## config.mk

```make
export PLATFORM = sky130hd
export DESIGN_NAME = ctrl_cmd_rx
export DESIGN_NICKNAME = d
export VERILOG_FILES = /design/src/rtl/ccr_pkg.sv /design/src/rtl/ccr_manchester_dec.sv /design/src/rtl/ccr_csum.sv /design/src/rtl/ctrl_cmd_rx.sv
export SDC_FILE = /design/constraint.sdc
export NUM_CORES = 1
export LEC_CHECK = 0
export ABC_AREA = 1
export BUFFER_PORTS_ARGS = -buffer_cell sky130_fd_sc_hd__clkbuf_2
export CAP_MARGIN = 20
export CELL_PAD_IN_SITES_DETAIL_PLACEMENT = 1
export CELL_PAD_IN_SITES_GLOBAL_PLACEMENT = 1
export CORE_AREA = 5 5 123 125
export DETAILED_ROUTE_END_ITERATION = 8
export DIE_AREA = 0 0 128 130
export PLACE_DENSITY = 0.8
export SLEW_MARGIN = 25
export SYNTH_ARGS = -nofsm -noshare
export SYNTH_HDL_FRONTEND = slang
export SYNTH_SLANG_ARGS = --single-unit
```

## constraint.sdc

```tcl
create_clock -name clk -period 1.9 [get_ports clk]
set_input_delay 0.19 -clock clk [delete_from_list [all_inputs] [get_ports clk]]
set_output_delay 0.19 -clock clk [all_outputs]
set_load 0.03 [all_outputs]
```

## src/rtl/ccr_pkg.sv

```systemverilog
package ccr_pkg;
    localparam int BYTE_W = 8;
    localparam int CODE_W = 4;

    localparam logic [CODE_W-1:0] CODE_START = 4'b1100;
    localparam logic [CODE_W-1:0] CODE_STOP  = 4'b1010;
    localparam logic [CODE_W-1:0] CODE_RESET = 4'b1001;

    typedef enum logic [1:0] {
        S_HUNT  = 2'd0,
        S_CODE  = 2'd1,
        S_PAY   = 2'd2,
        S_CHECK = 2'd3
    } rx_state_e;
endpackage

```

## src/rtl/ccr_manchester_dec.sv

```systemverilog
module ccr_manchester_dec (
    input  logic clk,
    input  logic rst_n,
    input  logic line_in,
    output logic bit_vld,
    output logic bit_val,
    output logic bit_bad
);
    logic phase;
    logic first_half;

    always_ff @(posedge clk) begin
        if (!rst_n) begin
            phase      <= 1'b0;
            first_half <= 1'b0;
            bit_vld    <= 1'b0;
            bit_val    <= 1'b0;
            bit_bad    <= 1'b0;
        end else begin
            phase   <= ~phase;
            bit_vld <= 1'b0;
            bit_bad <= 1'b0;
            if (!phase) begin
                first_half <= line_in;
            end else if (first_half != line_in) begin
                bit_vld <= 1'b1;
                bit_val <= first_half;
            end else begin
                bit_bad <= 1'b1;
            end
        end
    end
endmodule

```

## src/rtl/ccr_csum.sv

```systemverilog
module ccr_csum #(
    parameter int DATA_W = 40
) (
    input  logic [DATA_W-1:0]          data,
    input  logic [ccr_pkg::BYTE_W-1:0] csum,
    output logic                       ok
);
    localparam int BW     = ccr_pkg::BYTE_W;
    localparam int NBYTES = DATA_W / BW;

    logic [BW-1:0] acc [NBYTES+1];

    assign acc[0] = '0;
    for (genvar i = 0; i < NBYTES; i++) begin : g_byte
        assign acc[i+1] = acc[i] ^ data[i*BW +: BW];
    end

    assign ok = (acc[NBYTES] == csum);
endmodule

```

## src/rtl/ctrl_cmd_rx.sv

```systemverilog
module ctrl_cmd_rx #(
    parameter int ID_W  = 32,
    parameter int PAT_W = 8
) (
    input  logic             clk,
    input  logic             rst_n,
    input  logic             line_in,
    output logic             start_stb,
    output logic             stop_stb,
    output logic             reset_stb,
    output logic             csum_err_stb,
    output logic             code_err_stb,
    output logic [ID_W-1:0]  train_id,
    output logic [PAT_W-1:0] pattern_id
);
    import ccr_pkg::*;

    localparam int DATA_W = ID_W + PAT_W;
    localparam int PAY_W  = DATA_W + BYTE_W;
    localparam int CNT_W  = $clog2(PAY_W);
    localparam logic [CNT_W-1:0] CODE_LAST = CNT_W'(CODE_W - 1);
    localparam logic [CNT_W-1:0] PAY_LAST  = CNT_W'(PAY_W - 1);

    logic bit_vld, bit_val, bit_bad;
    logic csum_ok;

    rx_state_e           state, nxt;
    logic [CNT_W-1:0]    cnt;
    logic [PAY_W-1:0]    shreg;
    logic [CODE_W-1:0]   code_next;

    ccr_manchester_dec u_dec (
        .clk     (clk),
        .rst_n   (rst_n),
        .line_in (line_in),
        .bit_vld (bit_vld),
        .bit_val (bit_val),
        .bit_bad (bit_bad)
    );

    ccr_csum #(.DATA_W(DATA_W)) u_csum (
        .data (shreg[PAY_W-1 -: DATA_W]),
        .csum (shreg[BYTE_W-1:0]),
        .ok   (csum_ok)
    );

    assign code_next = {shreg[CODE_W-2:0], bit_val};

    // next-state decision
    always_comb begin
        nxt = state;
        unique case (state)
            S_HUNT:  if (bit_vld && bit_val) nxt = S_CODE;
            S_CODE: begin
                if (bit_bad) nxt = S_HUNT;
                else if (bit_vld && cnt == CODE_LAST)
                    nxt = (code_next == CODE_START) ? S_PAY : S_HUNT;
            end
            S_PAY: begin
                if (bit_bad) nxt = S_HUNT;
                else if (bit_vld && cnt == PAY_LAST) nxt = S_CHECK;
            end
            S_CHECK: nxt = S_HUNT;
        endcase
    end

    // state register with bit counter and shift register
    always_ff @(posedge clk) begin
        if (!rst_n) begin
            state <= S_HUNT;
            cnt   <= '0;
            shreg <= '0;
        end else begin
            state <= nxt;
            unique case (state)
                S_HUNT: begin
                    cnt   <= CNT_W'(1);
                    shreg <= {{(PAY_W-1){1'b0}}, 1'b1};
                end
                S_CODE: if (bit_vld) begin
                    shreg <= {shreg[PAY_W-2:0], bit_val};
                    cnt   <= (cnt == CODE_LAST) ? '0 : cnt + 1'b1;
                end
                S_PAY: if (bit_vld) begin
                    shreg <= {shreg[PAY_W-2:0], bit_val};
                    cnt   <= cnt + 1'b1;
                end
                S_CHECK: cnt <= '0;
            endcase
        end
    end

    // registered outputs
    always_ff @(posedge clk) begin
        if (!rst_n) begin
            start_stb    <= 1'b0;
            stop_stb     <= 1'b0;
            reset_stb    <= 1'b0;
            csum_err_stb <= 1'b0;
            code_err_stb <= 1'b0;
            train_id     <= '0;
            pattern_id   <= '0;
        end else begin
            start_stb    <= 1'b0;
            stop_stb     <= 1'b0;
            reset_stb    <= 1'b0;
            csum_err_stb <= 1'b0;
            code_err_stb <= bit_bad;
            unique case (state)
                S_CODE: if (bit_vld && cnt == CODE_LAST) begin
                    stop_stb  <= (code_next == CODE_STOP);
                    reset_stb <= (code_next == CODE_RESET);
                end
                S_CHECK: begin
                    if (csum_ok) begin
                        start_stb  <= 1'b1;
                        train_id   <= shreg[PAY_W-1 -: ID_W];
                        pattern_id <= shreg[BYTE_W +: PAT_W];
                    end else begin
                        csum_err_stb <= 1'b1;
                    end
                end
                default: ;
            endcase
        end
    end
endmodule

```

Yosys cells after proc, flatten, opt, wreduce, memory -nomap -nowiden --
Index checks and enable logic that the tools add are counted.
Cells by class: add/subtract/negate cells 1, equality and inequality tests 16, muxes and demuxes 17, bitwise operators 5, reductions and logical operators 14
Operator list (number):
- 48-bit one-hot mux with 2 select lines | 1
- 48-bit two-way mux | 1
- 8-bit bitwise XOR | 4
- 6-bit one-hot mux with 4 select lines | 1
- 6-bit two-way mux | 3
- 4-bit == test (second input constant) | 3
- 2-bit two-way mux | 6
- 2-bit AND reduction | 6
- 8-bit == test | 1
- 2-bit one-hot mux with 4 select lines | 1
- 6-bit by 1-bit adder with 6-bit output (second input constant) | 1
- 6-bit by 2-bit == test with 1-bit output (second input constant) | 1
- 6-bit == test (second input constant) | 1
- 2-bit by 1-bit inequality test with 1-bit output (second input constant) | 3
- 3-bit by 2-bit inequality test with 1-bit output (second input constant) | 2
- 3-bit AND reduction | 2
- 2-bit == test (second input constant) | 2
- 1-bit two-way mux | 4
- 1-bit logical AND | 3
- 2-bit by 1-bit == test with 1-bit output (second input constant) | 1
- 2-bit logical NOT | 1
- 2-bit inequality test (second input constant) | 1
- 2-bit nonzero test | 1
- 2-bit OR reduction | 1
- 2 further kinds | 2
Word-level totals: register bits after elaboration 106, input bits 3, output and inout bits 45, logic and storage cells 68

Logic depth before layout (Yosys ltp) --
Gate-level depths: netlist (run 1).
depth after elaboration 6, mapped depth 15

Modules after synthesis --
A second synthesis (run 1) with hierarchy kept.
Unflattened totals: cell total of the unflattened synthesis 723, area, all modules 4837.1 um2
By module, submodules not included:
- ctrl_cmd_rx | times used 1, cells an instance 502, area an instance 3841.2 um2, seq. area each 2021.9 um2
- ccr_csum | times used 1, cells an instance 200, area an instance 818.3 um2, seq. area each 0.0 um2
- ccr_manchester_dec | times used 1, cells an instance 21, area an instance 177.7 um2, seq. area each 100.1 um2

Worst setup path before layout (run 1) --
No wires, ideal clock.
path type register to register, start point register state[0], end point register shreg[18], library setup time 0.128 ns, data arrival time 1.692 ns, setup slack 0.080 ns, stages on the path, launching flop included 10, path buffers 2, path through dfxtp_1 > inv_1 > ha_1 > or2_2 > nand2_1 > buf_2 > buf_1 > o22ai_1 > inv_1 > nor2_1
On the way: longest elaborated chain between the ends 4, elaborated cells between the ends (all ways) 8, classes of those cells eq/ne: 3; mux: 1; reduce/logical: 4
Ends and longest elaborated chain:
- start, declared | line ctrl_cmd_rx.sv:27 | rx_state_e state, nxt;
- start signal, assigned | line ctrl_cmd_rx.sv:74 | state <= nxt;
- 2-bit by 1-bit == test with 1-bit output / 2-bit == test (equally long branches) | line ctrl_cmd_rx.sv:75 | unique case (state)
- 2-bit OR reduction (no line)
- 2-bit by 1-bit inequality test with 1-bit output (no line) / 2-bit nonzero test (equally long branches)
- 2-bit AND reduction (no line)
- end signal, assigned | line ctrl_cmd_rx.sv:78 | shreg <= {{(PAY_W-1){1'b0}}, 1'b1};
- end signal, assigned | line ctrl_cmd_rx.sv:81 | shreg <= {shreg[PAY_W-2:0], bit_val};
- end signal, assigned | line ctrl_cmd_rx.sv:85 | shreg <= {shreg[PAY_W-2:0], bit_val};
- end, declared | line ctrl_cmd_rx.sv:29 | logic [PAY_W-1:0] shreg;
Parallel ways exist; a longest one is shown, timed or not. A chain may end at the register's enable or synchronous reset.

Worst setup path after layout (run 1) --
start point register shreg[44], end point register pattern_id[2]
On the way: longest elaborated chain between the ends 3
Ends and longest elaborated chain:
- 8-bit bitwise XOR | line ccr_csum.sv:15 | assign acc[i+1] = acc[i] ^ data[i*BW +: BW];
- 8-bit == test | line ccr_csum.sv:18 | assign ok = (acc[NBYTES] == csum);
- 2-bit AND reduction (no line)
- end signal, assigned | line ctrl_cmd_rx.sv:118 | pattern_id <= shreg[BYTE_W +: PAT_W];
- end, declared | line ctrl_cmd_rx.sv:14 | output logic [PAT_W-1:0] pattern_id
No other way between the ends.

==> results.yml, run 1 <==
run_status:
  status: "finished clean"
timing:
  worstMarginPinSlew_ns: 0.372
  post-route-period-util: 0.989
  fin_ws_ns: 0.0209
  setup_viol: 0
  slew_headroom: 0.750
  skew_ns: 0.00836
  max_freq_mhz: 532
  setup_tns_ns: 0
  finalHoldViolCount: 0
  rsz0062_at_grt: "true"
  drv_slew: 0
  period_minus_slack_ns: 1.88
setup_path:
  reg2reg_depth: 15
  critPathSlowestCell: "dfxtp_1"
  r2r_slack_ns: 0.02
  reg2reg_from: "shreg[44]"
  max_stage_delay_ns: 0.36
  cp.required_ns: 2.19
  crit_chain: "inv_2, nand2_1, nand2_1, nand2_1, nand2_2, nand2_1, inv_1, nor2_1, nand2_1, nor2_4, nand3_4, clkbuf_16, nand2_2, inv_1, nor2_1"
  crit_end: "pattern_id[2]"
  path_class: "flip-flop to flip-flop"
  worstSetupEndpointType: "flip-flop"
  r2r_end: "pattern_id[2]"
  cp-start-kind: "flip-flop"
  cpMostUsedCell: "nand2_1"
  crit_start: "shreg[44]"
  critical_path_arrival_ns: 2.17
  worstPathMaxFanout: 7
logic_synthesis:
  synth-edff-count: 0
  synthFlopType: "dfxtp_1"
  avgSynthCellArea_sq_um: 6.37
  synthAdderAreaFrac: 0.0121
  postSynthCellCount: 809
  ys_warn_count: 0
  async_reset_ff_frac: 0
  synth_top_area_frac: 0.412
  netlist_area_sq_um: 5150
  synth.area.top_cells: "dfxtp_1, nand2_1, inv_1, nor2_1, o22ai_1"
  yosysSeqAreaShare: 0.412
  synth_fp_nets: 817
  yosysTopAreaCell: "dfxtp_1"
  yosys_register_bits: 106
  synth_cell_types: 27
  synth-compound-area-share: 0.0791
  synthMuxAreaShare: 0
  synth_top_family_by_area: "simple AND/OR/NAND/NOR gates"
  synth_xor_area_frac: 0.00170
  synthSimpleGateAreaFrac: 0.319
placement:
  preCtsSetupSlack_ns: 0.0188
  hpwl_um: 9780
  place_area_sq_um: 5730
  portBuffers: 47
  finalWeightedCongestion: 0.818
floorplan:
  fp-row-count: 43
  ios: 48
  die_x_um: 128
  die_y_um: 130
  initial_core_util: 0.374
  dieArea_sq_um: 16600
  coreArea_sq_um: 13800
detailed_routing:
  first_iter_violations: 277
  vias_per_cell: 4.80
  ant_nets: 0
  drt_wl_total_um: 14700
  route.detailed.drc: 0
  dr_total_vias: 5049
  dr.pass1.iters: 4
  avgRoutedWirePerCell_um: 13.9
final_layout:
  fillers: 1844
  layout-area-overhead-vs-synth_pct: 23.8
  fin_area_sq_um: 6380
  antennaDiodeCount: 0
  num-nets-final: 875
  final_layout_size_suffix_gt1_frac: 0.233
grt:
  antenna_found_initial: 0
  grt_pass1_wl_um: 23200
  grt.total_usage: 0.172
  grt.overflow.total: 0
  grt_max_degree: 53
  grt_pass1_vias: 4980
clocking:
  cts_buffer_depth: 2
  cts_max_level: 3
  cts_sinks: 106
  clk_pin_slew_ns: 0.07
  cts_tree: "yes"
  clk-insertion-delay-late_ns: 0.36
  cts_buffers: 9
  cts_root_buf: "clkbuf_16"
power:
  p_leak_nw: 2.82
  powerDensity_nw_per_um2: 886
  vdd_ir_drop_max_mv: 0.434
hold_path:
  hold_path.class: "input pin to flip-flop"
flow_run:
  drv_cap: 0
## state kept, by name, summed over array words and instances (netlist names)
name	cells
cnt	6
code_err_stb	1
csum_err_stb	1
pattern_id	8
reset_stb	1
shreg	48
start_stb	1
state	2
stop_stb	1
train_id	32
u_dec.bit_bad	1
u_dec.bit_val	1
u_dec.bit_vld	1
u_dec.first_half	1
u_dec.phase	1
## cell usage in the layout (no fill, tap or decap), types with 2 or more instances in the layout
master	n
inv_1	172
nand2_1	151
nor2_1	102
dfxtp_1	89
o22ai_1	47
clkbuf_2	47
nand2_2	45
nand4_1	43
inv_2	27
nand3_1	25
buf_4	25
dfxtp_2	17
clkbuf_16	12
a21oi_1	10
nor3_1	8
nor2_2	8
buf_12	8
ha_1	5
o21ai_0	3
nand2_4	3
clkbuf_8	3
o211ai_1	2
o21ai_1	2
nor2_4	2
nor4_1	2
clkinv_2	2
clkbuf_1	2
buf_6	2
## layout make-up
class / instances / area (sq um) / area share
clock inverters: 2 / 10.0 / 0.00157
flip-flops and latches: 106 / 2140 / 0.336
well taps: 180 / 225 / 0.0353
multi-input cells: 465 / 2290 / 0.360
repair buffers: 85 / 681 / 0.107
clock buffers: 14 / 274 / 0.0430
inverters: 200 / 751 / 0.118
## stage by stage
step	utilization	std cells	total power [mW]	hold WS (ns)
2_1_floorplan	-	809	3.31	0.293
3_3_place_gp	0.416	1028	3.74	0.424
3_5_place_dp	0.416	1028	3.77	0.432
4_1_cts	0.437	1044	5.60	0.0607
5_1_grt	0.463	1052	5.94	0.0848
6_report	0.463	1052	5.65	0.0663
## worst min-delay path by stage
stage / start / end / slack [ns] / depth (start not counted)
after floorplan: line_in / u_dec.first_half / 0.29 / 2
after global placement: line_in / u_dec.first_half / 0.42 / 3
after global routing: line_in / u_dec.first_half / 0.08 / 3
after detailed placement: line_in / u_dec.first_half / 0.43 / 3
after CTS: line_in / u_dec.first_half / 0.06 / 3
final: line_in / u_dec.first_half / 0.07 / 3
## synth_stat cells, drive strengths merged (8+ instances only)
master	n
nand2	199
dfxtp	106
nor2	112
nand4	43
buf	21
a21oi	10
nand3	26
o22ai	47
nor3	8
inv	199
clkbuf	17
## worst max-delay path: cells and delay by family, from the launching register on
family                 cells  cell delay (ns)
and+or+nand+nor           11             1.06
buffers and inverters      4             0.39
DFF                        1             0.36
## routing by layer
layer  track usage  part of all wire
met5             0                 0
met4        0.0680             0.022
met3        0.0270             0.043
met2         0.308              0.50
met1         0.208              0.44
## kinds of logic (layout without fill, tap and decap cells)
| family | Yosys count | count (layout) |
|---|---|---|
| XOR/XNOR | 1 | 1 |
| AO/OA/AOI/OAI | 67 | 67 |
| adder cells (fa/ha/maj) | 5 | 5 |
| buffers and inverters | 238 | 301 |
| AND/OR/NAND/NOR | 392 | 392 |
| flip-flops | 106 | 106 |
## power breakdown
part	total (mW)	internal [mW]	switching, mW
combinational	1.43	0.525	0.908
clock	1.83	0.995	0.833
sequential	2.39	2.32	0.0692
## timing repair
item | 4_1_cts | 5_1_grt
cloned | 0 | 4
buffers inserted | 0 | 4
endpoints found under the setup margin | 1 | 43
resized for setup | 1 | 113
hold buffers | 0 | 0
pin swaps | 0 | 50
Note: power is estimated with default switching activity, not from simulation.
==> inputs of run 2 (changes only) <==
CORE_AREA = 5 5 86 168   (was 5 5 123 125)
CTS_CLUSTER_DIAMETER = 30   (was default)
DIE_AREA = 0 0 91 173   (was 0 0 128 130)
SYNTH_HIERARCHICAL = 1   (was default)
==> run 2 against run 1 <==
Synthesized cell count decreased by 11%. Highest routed layer unchanged. Global-route usage grew 1.2 points. Register-to-register slack improved by 0.03 ns. Largest cell class unchanged. Clock power increased by 4%. Clock skew about the same. Area after synthesis shrank 6.1%. Flip-flop and latch count is the same. Via count shrank 5.5%.
==> results.yml, run 2 <==
grt:
  grt_pass1_vias: 5106
  use_met1: 0.175
  grt.met3_usage: 0.0330
  grt.overflow.total: 0
  grt.met2_usage: 0.374
  top_usage_layer: "met2"
  grt.total_usage: 0.184
  grt_pass1_wl_um: 23900
  antenna_found_initial: 0
  grt_max_degree: 49
floorplan:
  initial_core_util: 0.374
  coreArea_sq_um: 12900
  ios: 48
  die_x_um: 91
  die_y_um: 173
  fp-row-count: 59
  dieArea_sq_um: 15700
timing:
  worstMarginPinSlew_ns: 0.528
  period_minus_slack_ns: 1.85
  drv_slew: 0
  rsz0062_at_grt: "true"
  post-route-period-util: 0.974
  fin_hold_ws_ns: 0.145
  finalHoldViolCount: 0
  max_freq_mhz: 540
  slew_headroom: 0.648
  skew_ns: 0.00826
  setup_viol: 0
final_layout:
  antennaDiodeCount: 0
  final_layout_size_suffix_gt1_frac: 0.181
  largest_reg_flops: 48
  postLayoutCoreUtil: 0.452
  layout-area-overhead-vs-synth_pct: 20.7
  num-nets-final: 801
  final_common_cell: "nand2_1"
  reg_top3: "shreg (48), train_id (32), pattern_id (8)"
  final_cell_mix: "nand2_1, nor2_1, dfxtp_1"
  top_register: "shreg"
logic_synthesis:
  synth.area.top_cells: "dfxtp_1, nand2_1, nor2_1, nand3_1, inv_1"
  avgSynthCellArea_sq_um: 6.69
  synth_top_family_by_area: "simple AND/OR/NAND/NOR gates"
  synthFlopType: "dfxtp_1"
  ys_warn_count: 6
  synthMuxAreaShare: 0.00207
  yosys_register_bits: 106
  yosys-top-cells-count: "nand2_1, nor2_1, dfxtp_1"
  postSynthCellCount: 723
  synth_most_common_cell: "nand2_1"
  netlist_area_sq_um: 4840
  yosysTopAreaCell: "dfxtp_1"
  synthSimpleGateAreaFrac: 0.327
  synth-compound-area-share: 0.101
  synth-edff-count: 0
  yosysSeqAreaShare: 0.439
  synth_xor_area_frac: 0.0217
  synthAdderAreaFrac: 0.0155
  synth_fp_nets: 732
  async_reset_ff_frac: 0
  synth_top_area_frac: 0.439
  synth_cell_types: 23
detailed_routing:
  route.detailed.drc: 0
  first_iter_violations: 210
  dr.pass1.iters: 4
  avgRoutedWirePerCell_um: 15.5
  drt_wl_total_um: 14800
  dr_total_vias: 4770
  vias_per_cell: 5.03
  ant_nets: 0
power:
  powerDensity_nw_per_um2: 1030
  p_leak_nw: 2.58
  p_total_mw: 6.00
  vdd_ir_drop_max_mv: 0.698
setup_path:
  worstSetupEndpointType: "flip-flop"
  cp.required_ns: 2.18
  reg2reg_depth: 14
  worstPathMaxFanout: 14
  path_class: "flip-flop to flip-flop"
  critical_path_arrival_ns: 2.13
  cp-start-kind: "flip-flop"
placement:
  finalWeightedCongestion: 0.813
  hpwl_um: 10800
  portBuffers: 47
clocking:
  cts_buffer_depth: 2
  cts_sinks: 106
  cts_tree: "yes"
  clk_pin_slew_ns: 0.07
  cts_root_buf: "clkbuf_16"
  clk-insertion-delay-late_ns: 0.35
  cts_buffers: 9
  cts_setup_buffers: 0
  cts_max_level: 3
run_status:
  status: "finished clean"
hold_path:
  hold_path.class: "input pin to flip-flop"
  hold_path_depth: 3
flow_run:
  drv_cap: 0
==> run 2: cell count changes in the layout (fill, tap and decap cells not counted), moves of 10 or more <==
cell | before | now
inv_1 | 172 | 73
nand3_1 | 25 | 72
o22ai_1 | 47 | 0
nand4_1 | 43 | 1
a21oi_1 | 10 | 51
nand2_2 | 45 | 4
nand2_1 | 151 | 184
o21ai_1 | 2 | 32
inv_2 | 27 | 3
nor2_1 | 102 | 124
buf_4 | 25 | 39
o21ai_0 | 3 | 13
==> run 2: final timing paths <==
path,to,slack (ns),from
worst max-delay path,train_id[1],0.05,shreg[7]
worst min-delay path,u_dec/first_half,0.14,line_in
worst max register to register,train_id[1],0.05,shreg[7]
worst min register to register,pattern_id[4],0.49,pattern_id[4]
==> run 2: repair_timing <==
| action | CTS | global route |
|---|---|---|
| resized for setup | 9 | 54 |
| gates cloned | 0 | 1 |
| hold buffers | 0 | 0 |
| setup endpoints to repair | 40 | 40 |
==> run 2: worst max-delay path: stages, from the launching register on <==
cell	delay [ns]
dfxtp_1	0.35
inv_1	0.08
nand2_1	0.07
nand2_1	0.09
nand2_1	0.08
nand3_1	0.11
nand2_1	0.08
nor2_1	0.11
nand2_1	0.07
nor2_2	0.14
nand2_2	0.13
inv_4	0.14
clkbuf_16	0.18
nor2_1	0.04
nor2_1	0.11
==> run 2: metal layers <==
| layer | vias to the layer above | part of all wire |
|---|---|---|
| li1 | 2393 | - |
| met1 | 2304 | 0.37 |
| met2 | 56 | 0.59 |
| met3 | 17 | 0.024 |
| met4 | 0 | 0.021 |
| met5 | - | 0 |
==> run 2: cell type report <==
class,instances,area (sq um)
clock buffer,12,256
clock inverter,4,48.8
fill,1682,7080
inverter,77,292
multi-input combinational,507,2270
sequential,106,2150
tap,152,190
timing repair buffer,91,628
==> run 2: cells by family (layout without fill, tap and decap cells) <==
group           count (synthesis)  in the layout
simple gates                  391            391
buf+inv                       110            184
flops                         106            106
compound gates                 97             97
xor+xnor                       12             12
fa+ha+maj                       6              6
mux                             1              1
==> run 2: power breakdown <==
| group | switching (mW) | internal (mW) | leakage [nW] |
|---|---|---|---|
| registers | 0.0842 | 2.33 | 0.869 |
| logic | 1.19 | 0.478 | 1.55 |
| clock network | 0.816 | 1.10 | 0.153 |
==> run 2: per-stage QoR <==
stage	instance area [sq um]	cells	worst slack (ns)	TNS (ns)
6_report	5840	949	0.0488	0
5_1_grt	5840	949	-0.0435	-1.01
4_1_cts	5770	948	0.0136	0
3_5_place_dp	5460	932	-0.0951	-2.35
3_3_place_gp	5460	932	0.0531	0
2_1_floorplan	4840	723	0.333	0
==> inputs of run 3 (changes only) <==
ABC_AREA = default   (was 1)
CORE_AREA = 5 5 79 154   (was 5 5 86 168)
DIE_AREA = 0 0 84 159   (was 0 0 91 173)
PLACE_DENSITY = 0.79   (was 0.8)
==> run 3 against run 2 <==
The flow now finishes with violations (setup timing). Design area decreased by 5.9%. Flip-flop and latch count unchanged. Highest routed layer unchanged. Fmax decreased by 12%. First-iteration DRC count increased by 0.95%. Critical path depth decreased by 5. Wire length decreased by 11%. Register-to-register slack got worse by 0.24 ns. Sequential power decreased by 7%. Synthesized cell count decreased by 35%. Die area decreased by 15%. Core utilization increased by 5.6 points. Sequential share of layout area increased by 1.9 points. Largest power group unchanged.
==> results.yml, run 3 <==
run_status:
  status: "finished with violations"
  violations: "setup timing"
floorplan:
  dieArea_sq_um: 13400
  initial_core_util: 0.392
  die_y_um: 159
  ios: 48
  die_x_um: 84
  fp-row-count: 54
  coreArea_sq_um: 10800
logic_synthesis:
  netlist_area_sq_um: 4240
  synth.area.top_cells: "dfxtp_1, a22oi_1, nand2_1, a21oi_1, nor2_1"
  synth-edff-count: 0
  synth_top_area_frac: 0.500
  async_reset_ff_frac: 0
  synth_top_family_by_area: "compound AO/OA/AOI/OAI gates"
  postSynthCellCount: 469
  ys_warn_count: 6
  yosys-top-cells-count: "dfxtp_1, nand2_1, nor2_1"
  synth_fp_nets: 478
  synthFlopType: "dfxtp_1"
  synth_cell_types: 39
  synth_most_common_cell: "dfxtp_1"
  synthAdderAreaFrac: 0.0177
  synthSimpleGateAreaFrac: 0.163
  yosysTopAreaCell: "dfxtp_1"
  avgSynthCellArea_sq_um: 9.04
  synth-compound-area-share: 0.168
  yosysSeqAreaShare: 0.500
  synth_xor_area_frac: 0.100
  synthMuxAreaShare: 0.00472
  yosys_register_bits: 106
placement:
  dp_cells: 667
  hpwl_um: 8140
  place_area_sq_um: 4840
  portBuffers: 47
  finalWeightedCongestion: 0.875
  preCtsSetupSlack_ns: -0.207
final_layout:
  reg_top3: "shreg (48), train_id (32), pattern_id (8)"
  final_layout_size_suffix_gt1_frac: 0.291
  layout-area-overhead-vs-synth_pct: 29.6
  top_register: "shreg"
  postLayoutCoreUtil: 0.508
  fillers: 1274
  final_cell_mix: "dfxtp_1, nand2_1, nor2_1"
  fin_area_sq_um: 5490
  num-nets-final: 554
  final_common_cell: "dfxtp_1"
  finalNonFillerCells: 689
  antennaDiodeCount: 0
  largest_reg_flops: 48
timing:
  fin_hold_ws_ns: 0.184
  drv_slew: 0
  slew_headroom: 0.689
  rsz0062_at_grt: "true"
  finalHoldViolCount: 0
  max_freq_mhz: 478
  worstMarginPinSlew_ns: 0.466
  skew_ns: 0.00871
  fin_ws_ns: -0.192
  post-route-period-util: 1.10
  setup_tns_ns: -6.34
  period_minus_slack_ns: 2.09
  setup_viol: 42
power:
  p_seq_frac: 0.487
  p_total_mw: 4.65
  p_clk_frac: 0.424
  vdd_ir_drop_max_mv: 0.395
  p_int_mw: 3.54
  powerDensity_nw_per_um2: 846
  combPwrFrac: 0.089
  netSwitchingFraction: 0.238
  p_leak_nw: 2.16
  p_switching_mw: 1.11
clocking:
  cts_sinks: 106
  clk_pin_slew_ns: 0.07
  cts_max_level: 3
  cts_buffers: 9
  cts_tree: "yes"
  cts_root_buf: "clkbuf_16"
  cts_buffer_depth: 2
  clk-insertion-delay-late_ns: 0.35
  cts_hold_buf: 0
setup_path:
  cp-start-kind: "flip-flop"
  critPathSlowestCell: "xnor3_1"
  cp.required_ns: 2.13
  crit_chain: "xor2_1, xnor3_1, nand2_2, nor4_4, buf_4, nand2_8, clkbuf_16, nand2_2, a21oi_2"
  worstSetupEndpointType: "flip-flop"
  worstPathMaxFanout: 8
  path_class: "flip-flop to flip-flop"
  critical_path_arrival_ns: 2.32
  max_stage_delay_ns: 0.45
  cpMostUsedCell: "nand2_2"
grt:
  antenna_found_initial: 0
  grt_pass1_wl_um: 19900
  grt.total_usage: 0.189
  grt_pass1_vias: 3926
  grt.overflow.total: 0
  grt_max_degree: 49
detailed_routing:
  route.detailed.drc: 0
  dr.pass1.iters: 4
  vias_per_cell: 5.30
  drt_wl_total_um: 13100
  first_iter_violations: 212
  avgRoutedWirePerCell_um: 19.0
  dr_total_vias: 3652
  ant_nets: 0
flow_run:
  drv_cap: 0
hold_path:
  hold_path.class: "input pin to flip-flop"
==> run 3: power by group through the flow <==
stage	combinational, mW	clock, mW	sequential (mW)
3_5_place_dp	0.334	0	2.31
5_1_grt	0.442	2.09	2.27
6_report	0.413	1.97	2.26
3_3_place_gp	0.316	0	2.31
2_1_floorplan	0.263	0	2.31
4_1_cts	0.345	2.00	2.26
==> run 3: cells by family after synthesis <==
logic type	after synthesis
AO/OA/AOI/OAI	108
adder cells (fa/ha/maj)	6
buffers and inverters	40
flip-flops	106
AND/OR/NAND/NOR	168
XOR/XNOR	39
multiplexers	2
==> run 3: worst paths after layout <==
path	start	cells past startpoint	endpoint	slack, ns
setup / recovery	shreg[21]	9	train_id[27]	-0.19
hold / removal	line_in	3	u_dec/first_half	0.18
setup reg to reg	shreg[21]	9	train_id[27]	-0.19
hold reg to reg	pattern_id[5]	2	pattern_id[5]	0.46
==> run 3: what timing repair did <==
| action | 4_1_cts | 5_1_grt |
|---|---|---|
| pin swaps | 0 | 3 |
| setup endpoints to repair | 47 | 60 |
| resized for setup | 25 | 39 |
| cloned | 2 | 2 |
| buffers inserted | 1 | 2 |
==> run 3: critical path: cells and delay by family (launching register included) <==
family	cells	cell delay (ns)
flip-flops	1	0.32
XOR/XNOR	2	0.62
AO/OA/AOI/OAI	1	0.05
AND/OR/NAND/NOR	4	0.57
buffers and inverters	2	0.40
==> run 3: cell type report <==
| class | instances | area [sq um] | area share |
|---|---|---|---|
| inverter | 10 | 37.5 | 0.00683 |
| clock inverter | 5 | 80.1 | 0.0146 |
| multi-input combinational | 323 | 2100 | 0.382 |
| tap | 140 | 175 | 0.0319 |
| clock buffer | 10 | 229 | 0.0417 |
| timing repair buffer | 95 | 744 | 0.136 |
| sequential | 106 | 2130 | 0.388 |
==> run 3: metal layers <==
layer	vias up	track usage	routed length, um
li1	1743	-	-
met1	1807	0.176	4340
met3	31	0.0373	442
met5	-	0	0
met4	0	0.0952	607
met2	71	0.374	7680
